[config.mk]
export PLATFORM = sky130hd
export DESIGN_NAME = serial_xcvr
export DESIGN_NICKNAME = d
export VERILOG_FILES = /design/src/rtl/serial_xcvr.sv
export SDC_FILE = /design/constraint.sdc
export NUM_CORES = 1
export LEC_CHECK = 0
export ABC_AREA = 0
export CORE_ASPECT_RATIO = 1.1
export CORE_UTILIZATION = 50
export DETAILED_ROUTE_END_ITERATION = 8
export GPL_ROUTABILITY_DRIVEN = 1
export PLACE_DENSITY = 0.75
export SLEW_MARGIN = 20
export SYNTH_ARGS = -nofsm -noshare
export SYNTH_HDL_FRONTEND = slang
export SYNTH_SLANG_ARGS = --single-unit
[constraint.sdc]
create_clock -name clk -period 3.14 [get_ports clk]
set_input_delay 0.628 -clock clk [delete_from_list [all_inputs] [get_ports clk]]
set_output_delay 0.628 -clock clk [all_outputs]
set_load 0.005 [all_outputs]
[src/rtl/serial_xcvr.sv]
module serial_xcvr #(
  parameter int DIV_W = 8,
  parameter int OVS   = 16
) (
  input  logic       clk,
  input  logic       rst_n,
  input  logic [2:0] bus_addr,
  input  logic       bus_wr,
  input  logic       bus_rd,
  input  logic [7:0] bus_wdata,
  output logic [7:0] bus_rdata,
  input  logic       rxd,
  output logic       txd,
  output logic       tx_drive
);
  localparam int CW = $clog2(OVS);
  localparam logic [CW-1:0] S_LO  = CW'(OVS/2 - 1);
  localparam logic [CW-1:0] S_MID = CW'(OVS/2);
  localparam logic [CW-1:0] S_END = CW'(OVS/2 + 1);
  localparam logic [CW-1:0] S_TOP = CW'(OVS - 1);

  logic tx_en, rx_en, size_hi, tx_b8, stop2;
  logic [1:0] size_lo, par_mode;
  logic [DIV_W-1:0] div, div_cnt;
  logic tick;

  logic [3:0] nbits;
  logic [8:0] dmask;
  logic par_on, par_odd;

  always_comb
    case ({size_hi, size_lo})
      3'd0: nbits = 4'd5;
      3'd1: nbits = 4'd6;
      3'd2: nbits = 4'd7;
      3'd7: nbits = 4'd9;
      default: nbits = 4'd8;
    endcase

  assign dmask   = 9'h1FF >> (4'd9 - nbits);
  assign par_on  = par_mode[1];
  assign par_odd = par_mode[0];
  assign tick    = (div_cnt == div);

  wire wr_data = bus_wr && bus_addr == 3'd0;

  always_ff @(posedge clk or negedge rst_n)
    if (!rst_n) begin
      tx_en <= 1'b0; rx_en <= 1'b0; size_hi <= 1'b0; tx_b8 <= 1'b0;
      size_lo <= 2'b11; par_mode <= 2'b00; stop2 <= 1'b0;
      div <= '0; div_cnt <= '0;
    end else begin
      div_cnt <= tick ? '0 : div_cnt + 1'b1;
      if (bus_wr)
        case (bus_addr)
          3'd1: {tx_b8, size_hi, rx_en, tx_en} <= bus_wdata[3:0];
          3'd2: {stop2, par_mode, size_lo} <= bus_wdata[4:0];
          3'd4: div <= DIV_W'(bus_wdata);
          default: ;
        endcase
    end

  // transmitter
  logic [8:0]  tx_buf;
  logic        tx_buf_full, tx_busy, tx_act;
  logic [12:0] tx_sh, tx_frame;
  logic [3:0]  tx_left, tx_len;
  logic [CW-1:0] tx_sub;
  logic [8:0]  tx_d;
  logic        tx_p, load;

  assign tx_d   = tx_buf & dmask;
  assign tx_p   = ^tx_d ^ par_odd;
  assign tx_len = 4'd2 + nbits + {3'd0, par_on} + {3'd0, stop2};
  assign load   = tx_act && tx_buf_full && !tx_busy && tick;

  always_comb begin
    tx_frame = '1;
    tx_frame[0] = 1'b0;
    for (int i = 0; i < 9; i++)
      if (i < int'(nbits)) tx_frame[i+1] = tx_d[i];
    if (par_on) tx_frame[nbits + 4'd1] = tx_p;
  end

  always_ff @(posedge clk or negedge rst_n)
    if (!rst_n) begin
      tx_buf <= '0; tx_buf_full <= 1'b0; tx_busy <= 1'b0; tx_act <= 1'b0;
      tx_sh <= '1; tx_left <= '0; tx_sub <= '0;
    end else begin
      tx_act <= tx_en || (tx_act && (tx_buf_full || tx_busy));
      if (load) begin
        tx_sh <= tx_frame; tx_left <= tx_len; tx_sub <= '0;
        tx_busy <= 1'b1; tx_buf_full <= 1'b0;
      end else if (tx_busy && tick) begin
        if (tx_sub == S_TOP) begin
          tx_sub  <= '0;
          tx_sh   <= {1'b1, tx_sh[12:1]};
          tx_left <= tx_left - 4'd1;
          if (tx_left == 4'd1) tx_busy <= 1'b0;
        end else
          tx_sub <= tx_sub + 1'b1;
      end
      if (wr_data) begin
        tx_buf <= {tx_b8, bus_wdata};
        tx_buf_full <= 1'b1;
      end
    end

  assign txd      = tx_busy ? tx_sh[0] : 1'b1;
  assign tx_drive = tx_act;

  // receiver
  logic [1:0] rx_sy;
  logic rx_s, rx_busy, rx_pbit, maj, rx_done, pop, rx_pe_now;
  logic [CW-1:0] rx_sub;
  logic [3:0] rx_bit, rx_stop_idx;
  logic [1:0] rx_vote;
  logic [8:0] rx_dat, rx_hold;
  logic rx_full, rx_pe, rx_fe;

  assign rx_s        = rx_sy[1];
  assign maj         = ({1'b0, rx_vote} + {2'b00, rx_s}) >= 3'd2;
  assign rx_stop_idx = 4'd1 + nbits + {3'd0, par_on};
  assign rx_done     = rx_busy && tick && rx_sub == S_END && rx_bit == rx_stop_idx;
  assign rx_pe_now   = par_on && (rx_pbit != (^rx_dat ^ par_odd));
  assign pop         = bus_rd && bus_addr == 3'd0 && rx_full;

  always_ff @(posedge clk or negedge rst_n)
    if (!rst_n) begin
      rx_sy <= 2'b11; rx_busy <= 1'b0; rx_sub <= '0; rx_bit <= '0;
      rx_vote <= '0; rx_dat <= '0; rx_pbit <= 1'b0;
    end else begin
      rx_sy <= {rx_sy[0], rxd};
      if (!rx_busy) begin
        if (tick && rx_en && !rx_s) begin
          rx_busy <= 1'b1; rx_sub <= CW'(1); rx_bit <= '0;
          rx_vote <= '0; rx_dat <= '0;
        end
      end else if (tick) begin
        rx_sub <= rx_sub + 1'b1;
        if (rx_sub == S_LO || rx_sub == S_MID)
          rx_vote <= rx_vote + {1'b0, rx_s};
        if (rx_sub == S_END) begin
          rx_vote <= '0;
          if (rx_bit == 4'd0) begin
            if (maj) rx_busy <= 1'b0;
          end else if (rx_bit <= nbits)
            rx_dat[rx_bit - 4'd1] <= maj;
          else if (rx_bit == rx_stop_idx)
            rx_busy <= 1'b0;
          else
            rx_pbit <= maj;
        end
        if (rx_sub == S_TOP) rx_bit <= rx_bit + 4'd1;
      end
    end

  always_ff @(posedge clk or negedge rst_n)
    if (!rst_n) begin
      rx_hold <= '0; rx_full <= 1'b0; rx_pe <= 1'b0; rx_fe <= 1'b0;
    end else if (rx_done) begin
      rx_hold <= rx_dat; rx_full <= 1'b1; rx_pe <= rx_pe_now; rx_fe <= !maj;
    end else if (pop) begin
      rx_hold <= '0; rx_full <= 1'b0; rx_pe <= 1'b0; rx_fe <= 1'b0;
    end

  always_comb
    case (bus_addr)
      3'd0: bus_rdata = rx_hold[7:0];
      3'd1: bus_rdata = {3'b000, rx_hold[8], tx_b8, size_hi, rx_en, tx_en};
      3'd2: bus_rdata = {3'b000, stop2, par_mode, size_lo};
      3'd3: bus_rdata = {2'b00, tx_act, rx_fe, rx_pe, rx_full,
                         !tx_busy && !tx_buf_full, !tx_buf_full};
      3'd4: bus_rdata = 8'(div);
      default: bus_rdata = 8'h00;
    endcase
endmodule

==> impl_metrics.json, run 1 <==
{
  "status": "complete, no violations",
  "fin_nets": 711,
  "worst_slack_ps": 129,
  "yosysSeqAreaShare_pct": 39.7,
  "final_hold_viol_count": 0,
  "async_flop_share_pct": 100,
  "via_per_inst": 5.85,
  "grt_usage_pct": 24.7,
  "cts_made_buffers": 9,
  "required_ps": 3410,
  "path_class": "flop to flop",
  "netSwitchingFraction_pct": 35.6,
  "io-pin-count": 26,
  "crit_fanout": 6,
  "cts_tree": "yes",
  "maxCapViolations": 0,
  "rows": 41,
  "p_seq_share_pct": 38.3,
  "path_clk_slew_ps": 70,
  "syn-mean-instance-area_sq_um": 9.61,
  "antenna_found_initial": 0,
  "drc": 0,
  "start_kind": "flop",
  "fin_util_pct": 59.7,
  "yosysMostFrequentCell": "dfrtp_1",
  "synth_top_area_cell": "dfrtp_1",
  "syn-cell-area_sq_um": 5920,
  "ys_warn_count": 0,
  "final_antenna_net_count": 0,
  "clockBufferDepth": 2,
  "htreeDepth": 3,
  "cts.hold.buffers_added": 0,
  "ys_ff_latch": 93,
  "place_inst": 798,
  "setup_violations": 0,
  "initialDrtViolationCount": 278,
  "p_clk_share_pct": 24.1,
  "power_density_nw_per_um2": 676,
  "peakVddDrop_mv": 0.388,
  "r2r_slack_ps": 130,
  "grt_pass1_vias": 4770,
  "dr.pass1.iters": 4,
  "dpl.hpwl_um": 10600,
  "wirelength_um": 14200,
  "timing.hold.ws_ps": 283,
  "hp-class": "input pin to asynchronous set/reset pin",
  "grt_max_degree": 49,
  "p_int_mw": 2.99,
  "drive_above_1_share_pct": 17.1,
  "reg2reg_depth": 12,
  "cts_root_buf": "clkbuf_16",
  "critPathCaptureType": "flop",
  "final.setup_skew_ps": 9.13,
  "io_buffers": 25,
  "gr-total-overflow": 0,
  "fin_cells": 816,
  "netSwitchingPower_mw": 1.65,
  "maxSlewViolCount": 0,
  "period_minus_slack_ps": 3010,
  "ys_types": 68,
  "synth_edf_count": 0,
  "die_h_um": 116,
  "synth_ff_type": "dfrtp_1",
  "die_area_sq_um": 12300,
  "syn2layout_area_growth_pct": 15.9,
  "fp.dieW_um": 106,
  "synth_nets": 666,
  "num_antenna_cells": 0,
  "cp.arrival_ps": 3280,
  "fillCellCount": 994,
  "coreArea_sq_um": 11500,
  "gp_congestion": 0.926,
  "clkLatencyLatePin_ps": 350,
  "slew_headroom_pct": 54.6,
  "r2r-end": "rx_pe",
  "synth_top_area_share_pct": 32.1,
  "dp_slack_ps": 170,
  "grt_first_pass_wirelength_um": 23500,
  "clock_sink_count": 93,
  "critical_path.reg2reg.startpoint": "size_lo[0]",
  "clock.fmax_mhz": 332,
  "syn_inst": 616,
  "finalCritPeriodShare_pct": 95.9,
  "synth_commonest_cells": "dfrtp_1, nand2_1, nor2_1, inv_1, o21ai_0",
  "routedWlPerCell_um": 17.4,
  "leakage_nw": 2.90,
  "start_util_pct": 51.5,
  "synthTopCellsByArea": "dfrtp_1, dfstp_2, ha_1",
  "num_vias": 4775,
  "tightest_slew_ps": 675,
  "comb_power_share_pct": 37.6
}
## registers in the layout, indices dropped and copies added (netlist names), 4 cells and up
name     cells
rx_hold      9
rx_dat       9
div_cnt      8
tx_sub       4
div          8
rx_bit       4
rx_sub       4
tx_buf       9
tx_left      4
tx_sh       13
## worst max-delay path, stage by stage (launching register included)
cell and delay, ps:
dfstp_2 570, xor2_1 80, nor2b_4 130, buf_4 160
ha_4 160, or3_4 400, o311ai_4 100, xor2_1 180
nand3_1 140, a211oi_4 330, and4_4 320, clkbuf_16 160
mux2i_1 190
## cell type report
cell class                      instances  area (sq um)  share of cell area [%]
Inverter                               38           148                    2.15
Timing Repair Buffer                   62           568                    8.28
Multi-Input combinational cell        457          3310                    48.2
Clock buffer                           12           246                    3.59
Clock inverter                          4          55.1                   0.803
Sequential cell                        93          2350                    34.2
Tap cell                              150           188                    2.74
## cells by family after synthesis
| kind of cell | Yosys count | synth area share [%] |
|---|---|---|
| mux | 53 | 9.93 |
| compound gates | 121 | 13.4 |
| buf+inv | 66 | 5.14 |
| xor+xnor | 45 | 7.23 |
| flops | 93 | 39.7 |
| fa+ha+maj | 35 | 7.48 |
| simple gates | 203 | 17.2 |
## layout by cell type, fill, tap and decap left out, types with 10 or more instances in the layout
master	Yosys	final
dfrtp_1	76	76
nand3_1	29	29
nand2_1	66	66
xor2_1	12	12
nor2_1	39	38
dfstp_2	17	17
mux2_2	26	26
a21oi_1	27	27
mux2i_1	25	25
o21ai_0	34	34
xnor2_1	30	30
clkbuf_16	0	10
inv_1	37	37
clkdlybuf4s50_1	0	24
ha_1	33	32
buf_4	3	35
o22ai_1	11	10
## per-stage QoR
step / instance area [sq um] / setup TNS, ps / power [mW]
after floorplan: 5920 / 0 / 2.91
after global placement: 6490 / 0 / 3.41
after detailed placement: 6490 / 0 / 3.48
after CTS: 6790 / 0 / 4.61
after global routing: 6860 / -2.73 / 4.90
final: 6860 / 0 / 4.64
## layer usage
layer	vias up	track usage, %	part of all wire (%)
li1	2249	-	-
met1	2370	31.5	44
met2	122	43.2	50
met3	34	2.51	3.8
met4	0	10.3	2.7
met5	-	0	0
## power groups by stage
stage | Sequential, mW | Clock [mW] | Combinational [mW]
3_3_place_gp | 1.78 | 0 | 1.64
4_1_cts | 1.77 | 1.13 | 1.70
5_1_grt | 1.81 | 1.17 | 1.92
2_1_floorplan | 1.66 | 0 | 1.25
6_report | 1.78 | 1.12 | 1.75
3_5_place_dp | 1.79 | 0 | 1.69
## repair_timing
item	CTS	global route
setup endpoints to repair	0	13
gates resized for setup	0	8
setup buffers	0	1
endpoints found under the hold margin	0	0
## how the worst max path moves through the flow
| stage | start | endpoint | slack, ps | cells past startpoint |
|---|---|---|---|---|
| 6_report | size_lo[0] | rx_pe | 130 | 12 |
| 5_1_grt | size_lo[0] | rx_hold[0] | -3 | 12 |
| 4_1_cts | size_lo[0] | tx_sh[5] | 140 | 12 |
| 3_5_place_dp | size_lo[0] | rx_pe | 170 | 12 |
| 3_3_place_gp | bus_addr[1] | bus_rdata[2] | 190 | 6 |
| 2_1_floorplan | size_lo[1] | tx_sh[8] | 30 | 12 |
No activity file was read; power rests on OpenSTA's default activity.
==> run 2: changes to the inputs <==
--- a/config.mk
+++ b/config.mk
@@ -10,7 +10,9 @@
 export CORE_UTILIZATION = 50
 export DETAILED_ROUTE_END_ITERATION = 8
 export GPL_ROUTABILITY_DRIVEN = 1
+export MAX_ROUTING_LAYER = met4
 export PLACE_DENSITY = 0.75
+export RECOVER_POWER = 100
 export SLEW_MARGIN = 20
 export SYNTH_ARGS = -nofsm -noshare
 export SYNTH_HDL_FRONTEND = slang
==> run 2 against run 1 <==
Compared with the run above: the run now ends with max-capacitance violations, max-slew violations left; clock power grew 9%; utilization shrank 0.74 points; cell area fell by 1.2%; critical path type is now input pin to output port; sequential share of layout area grew 0.43 points; largest cell class unchanged; final cell count fell by 0.25%; flip-flop and latch count did not move; total power grew 0.96%; register-to-register slack hardly changed; critical path depth is 6 lower; non-clock buffer count decreased by 2; die area stayed put.
==> impl_metrics.json, run 2 (synthesized netlist as in run 1, its figures left out) <==
{
  "syn2layout_area_growth_pct": 14.4,
  "clkLatencyLatePin_ps": 340,
  "tightest_slew_ps": 1940,
  "gr-total-overflow": 0,
  "maxCapViolations": 1,
  "io-pin-count": 26,
  "cts_root_buf": "clkbuf_16",
  "finalCritPeriodShare_pct": 98.7,
  "start_kind": "input pin",
  "antenna_found_initial": 0,
  "via_per_inst": 5.83,
  "peakVddDrop_mv": 0.357,
  "violations": "max-capacitance violations, max-slew violations",
  "leakage_nw": 2.87,
  "crit_fanout": 14,
  "top_layer_used": "met4",
  "rsz0062_at_grt": "no",
  "num_vias": 4746,
  "final_antenna_net_count": 0,
  "critical_path.top_delay_family": "buffers and inverters",
  "gp_congestion": 0.933,
  "period_minus_slack_ps": 3100,
  "drc": 0,
  "routed-wl-met3_um": 634,
  "cts.hold.buffers_added": 0,
  "path_class": "input pin to output port",
  "required_ps": 2510,
  "clockBufferDepth": 2,
  "fin_total_pwr_mw": 4.68,
  "placed_cell_area_sq_um": 6480,
  "grt_first_pass_wirelength_um": 24600,
  "die_h_um": 116,
  "start_util_pct": 51.5,
  "clock.fmax_mhz": 323,
  "finalInstanceArea_sq_um": 6770,
  "path_buf_inv": 4,
  "dpl.hpwl_um": 11100,
  "drive_above_1_share_pct": 15.5,
  "htreeDepth": 3,
  "met1Wirelength_um": 6360,
  "cts_tree": "yes",
  "critPathCaptureType": "output port",
  "final.setup_skew_ps": 7.38,
  "cp.arrival_ps": 2470,
  "rows": 41,
  "io_buffers": 25,
  "path_clk_slew_ps": 60,
  "setup_violations": 0,
  "coreArea_sq_um": 11500,
  "grt_usage_pct": 26.8,
  "grt_pass1_vias": 4911,
  "crit_chain": "clkdlybuf4s50_1 > buf_4 > clkbuf_1 > mux2i_1 > o22ai_1 > dlygate4sd3_1",
  "final_cell_mix": "dfrtp_1, nand2_1, nor2_1",
  "fp.dieW_um": 106,
  "fin_nets": 709,
  "grt_max_degree": 60,
  "cts_made_buffers": 9,
  "dr.pass1.iters": 4,
  "status": "complete, but fails checks",
  "maxSlewViolCount": 36,
  "num_antenna_cells": 0,
  "wirelength_um": 14700,
  "fin_util_pct": 59.0,
  "wl_met2_um": 7380,
  "routedWlPerCell_um": 18.1,
  "crit_slowest_cell": "dlygate4sd3_1",
  "place_inst": 797,
  "power_density_nw_per_um2": 691,
  "clock_sink_count": 93,
  "slew_headroom_pct": -29.0,
  "cp_slowest_stage_delay_ps": 590,
  "r2r_slack_ps": 130,
  "initialDrtViolationCount": 222,
  "fin_cells": 814,
  "largest-register": "tx_sh",
  "finalSetupTns_ps": 0,
  "hp-class": "flop to flop",
  "layout_commonest_cell": "dfrtp_1",
  "largest_reg_flops": 13,
  "die_area_sq_um": 12300,
  "final_hold_viol_count": 0
}
-- run 2: cell types whose count changed in the layout (fill, tap and decap cells not counted), sizes merged --
| cell | before | now |
|---|---|---|
| clkdlybuf4s50 | 24 | 14 |
| bufinv | 1 | 2 |
| dlygate4sd3 | 0 | 10 |
| clkbuf | 13 | 20 |
| buf | 37 | 27 |
-- run 2: where the power goes --
part	switching, mW	internal [mW]
Clock	0.478	0.743
Combinational	0.869	0.814
Sequential	0.297	1.48
-- run 2: path summary, 6_finish.rpt --
path                                      to   startpoint  cells after the start
worst max register to register         rx_pe   size_lo[0]                     12
worst min-delay path                rx_sy[1]     rx_sy[0]                      0
max in group asynchronous         rx_vote[0]        rst_n                      2
worst min register to register      rx_sy[1]     rx_sy[0]                      0
min in group asynchronous          tx_buf[8]        rst_n                      1
worst max-delay path            bus_rdata[3]  bus_addr[1]                      6
-- run 2: per-layer routing --
metal / vias up / GRT usage [%]
met5: - / -
met4: 0 / 10.5
met3: 30 / 4.63
met2: 123 / 45.1
met1: 2351 / 32.3
li1: 2242 / -
-- run 2: worst register-to-register path, stage by stage (launching register included) --
cell and delay [ps]:
dfstp_2 580, xor2_1 80, nor2b_2 170, buf_4 160, ha_1 220, or3_4 360, o311ai_2 120, xor2_1 180
nand3_1 100, a211oi_2 300, and4_1 280, buf_12 160, mux2i_1 210
-- run 2: layout make-up --
type,count,area [sq um]
repair buffers,60,493
flip-flops and latches,93,2350
multi-input cells,457,3260
well taps,150,188
clock buffers,11,253
fillers,1002,4720
clock inverters,5,81.3
inverters,38,148
-- run 2: through the flow --
stage	setup slack [ps]	hold WS, ps
finish	42.0	360
global route	2.32	365
CTS	107	249
detailed placement	143	352
global placement	194	346
floorplan	26.1	332
-- run 2: repair_timing --
action                                  4_1_cts  5_1_grt
endpoints found under the setup margin        0       23
gates resized for setup                       0        4
buffers inserted                              0        1
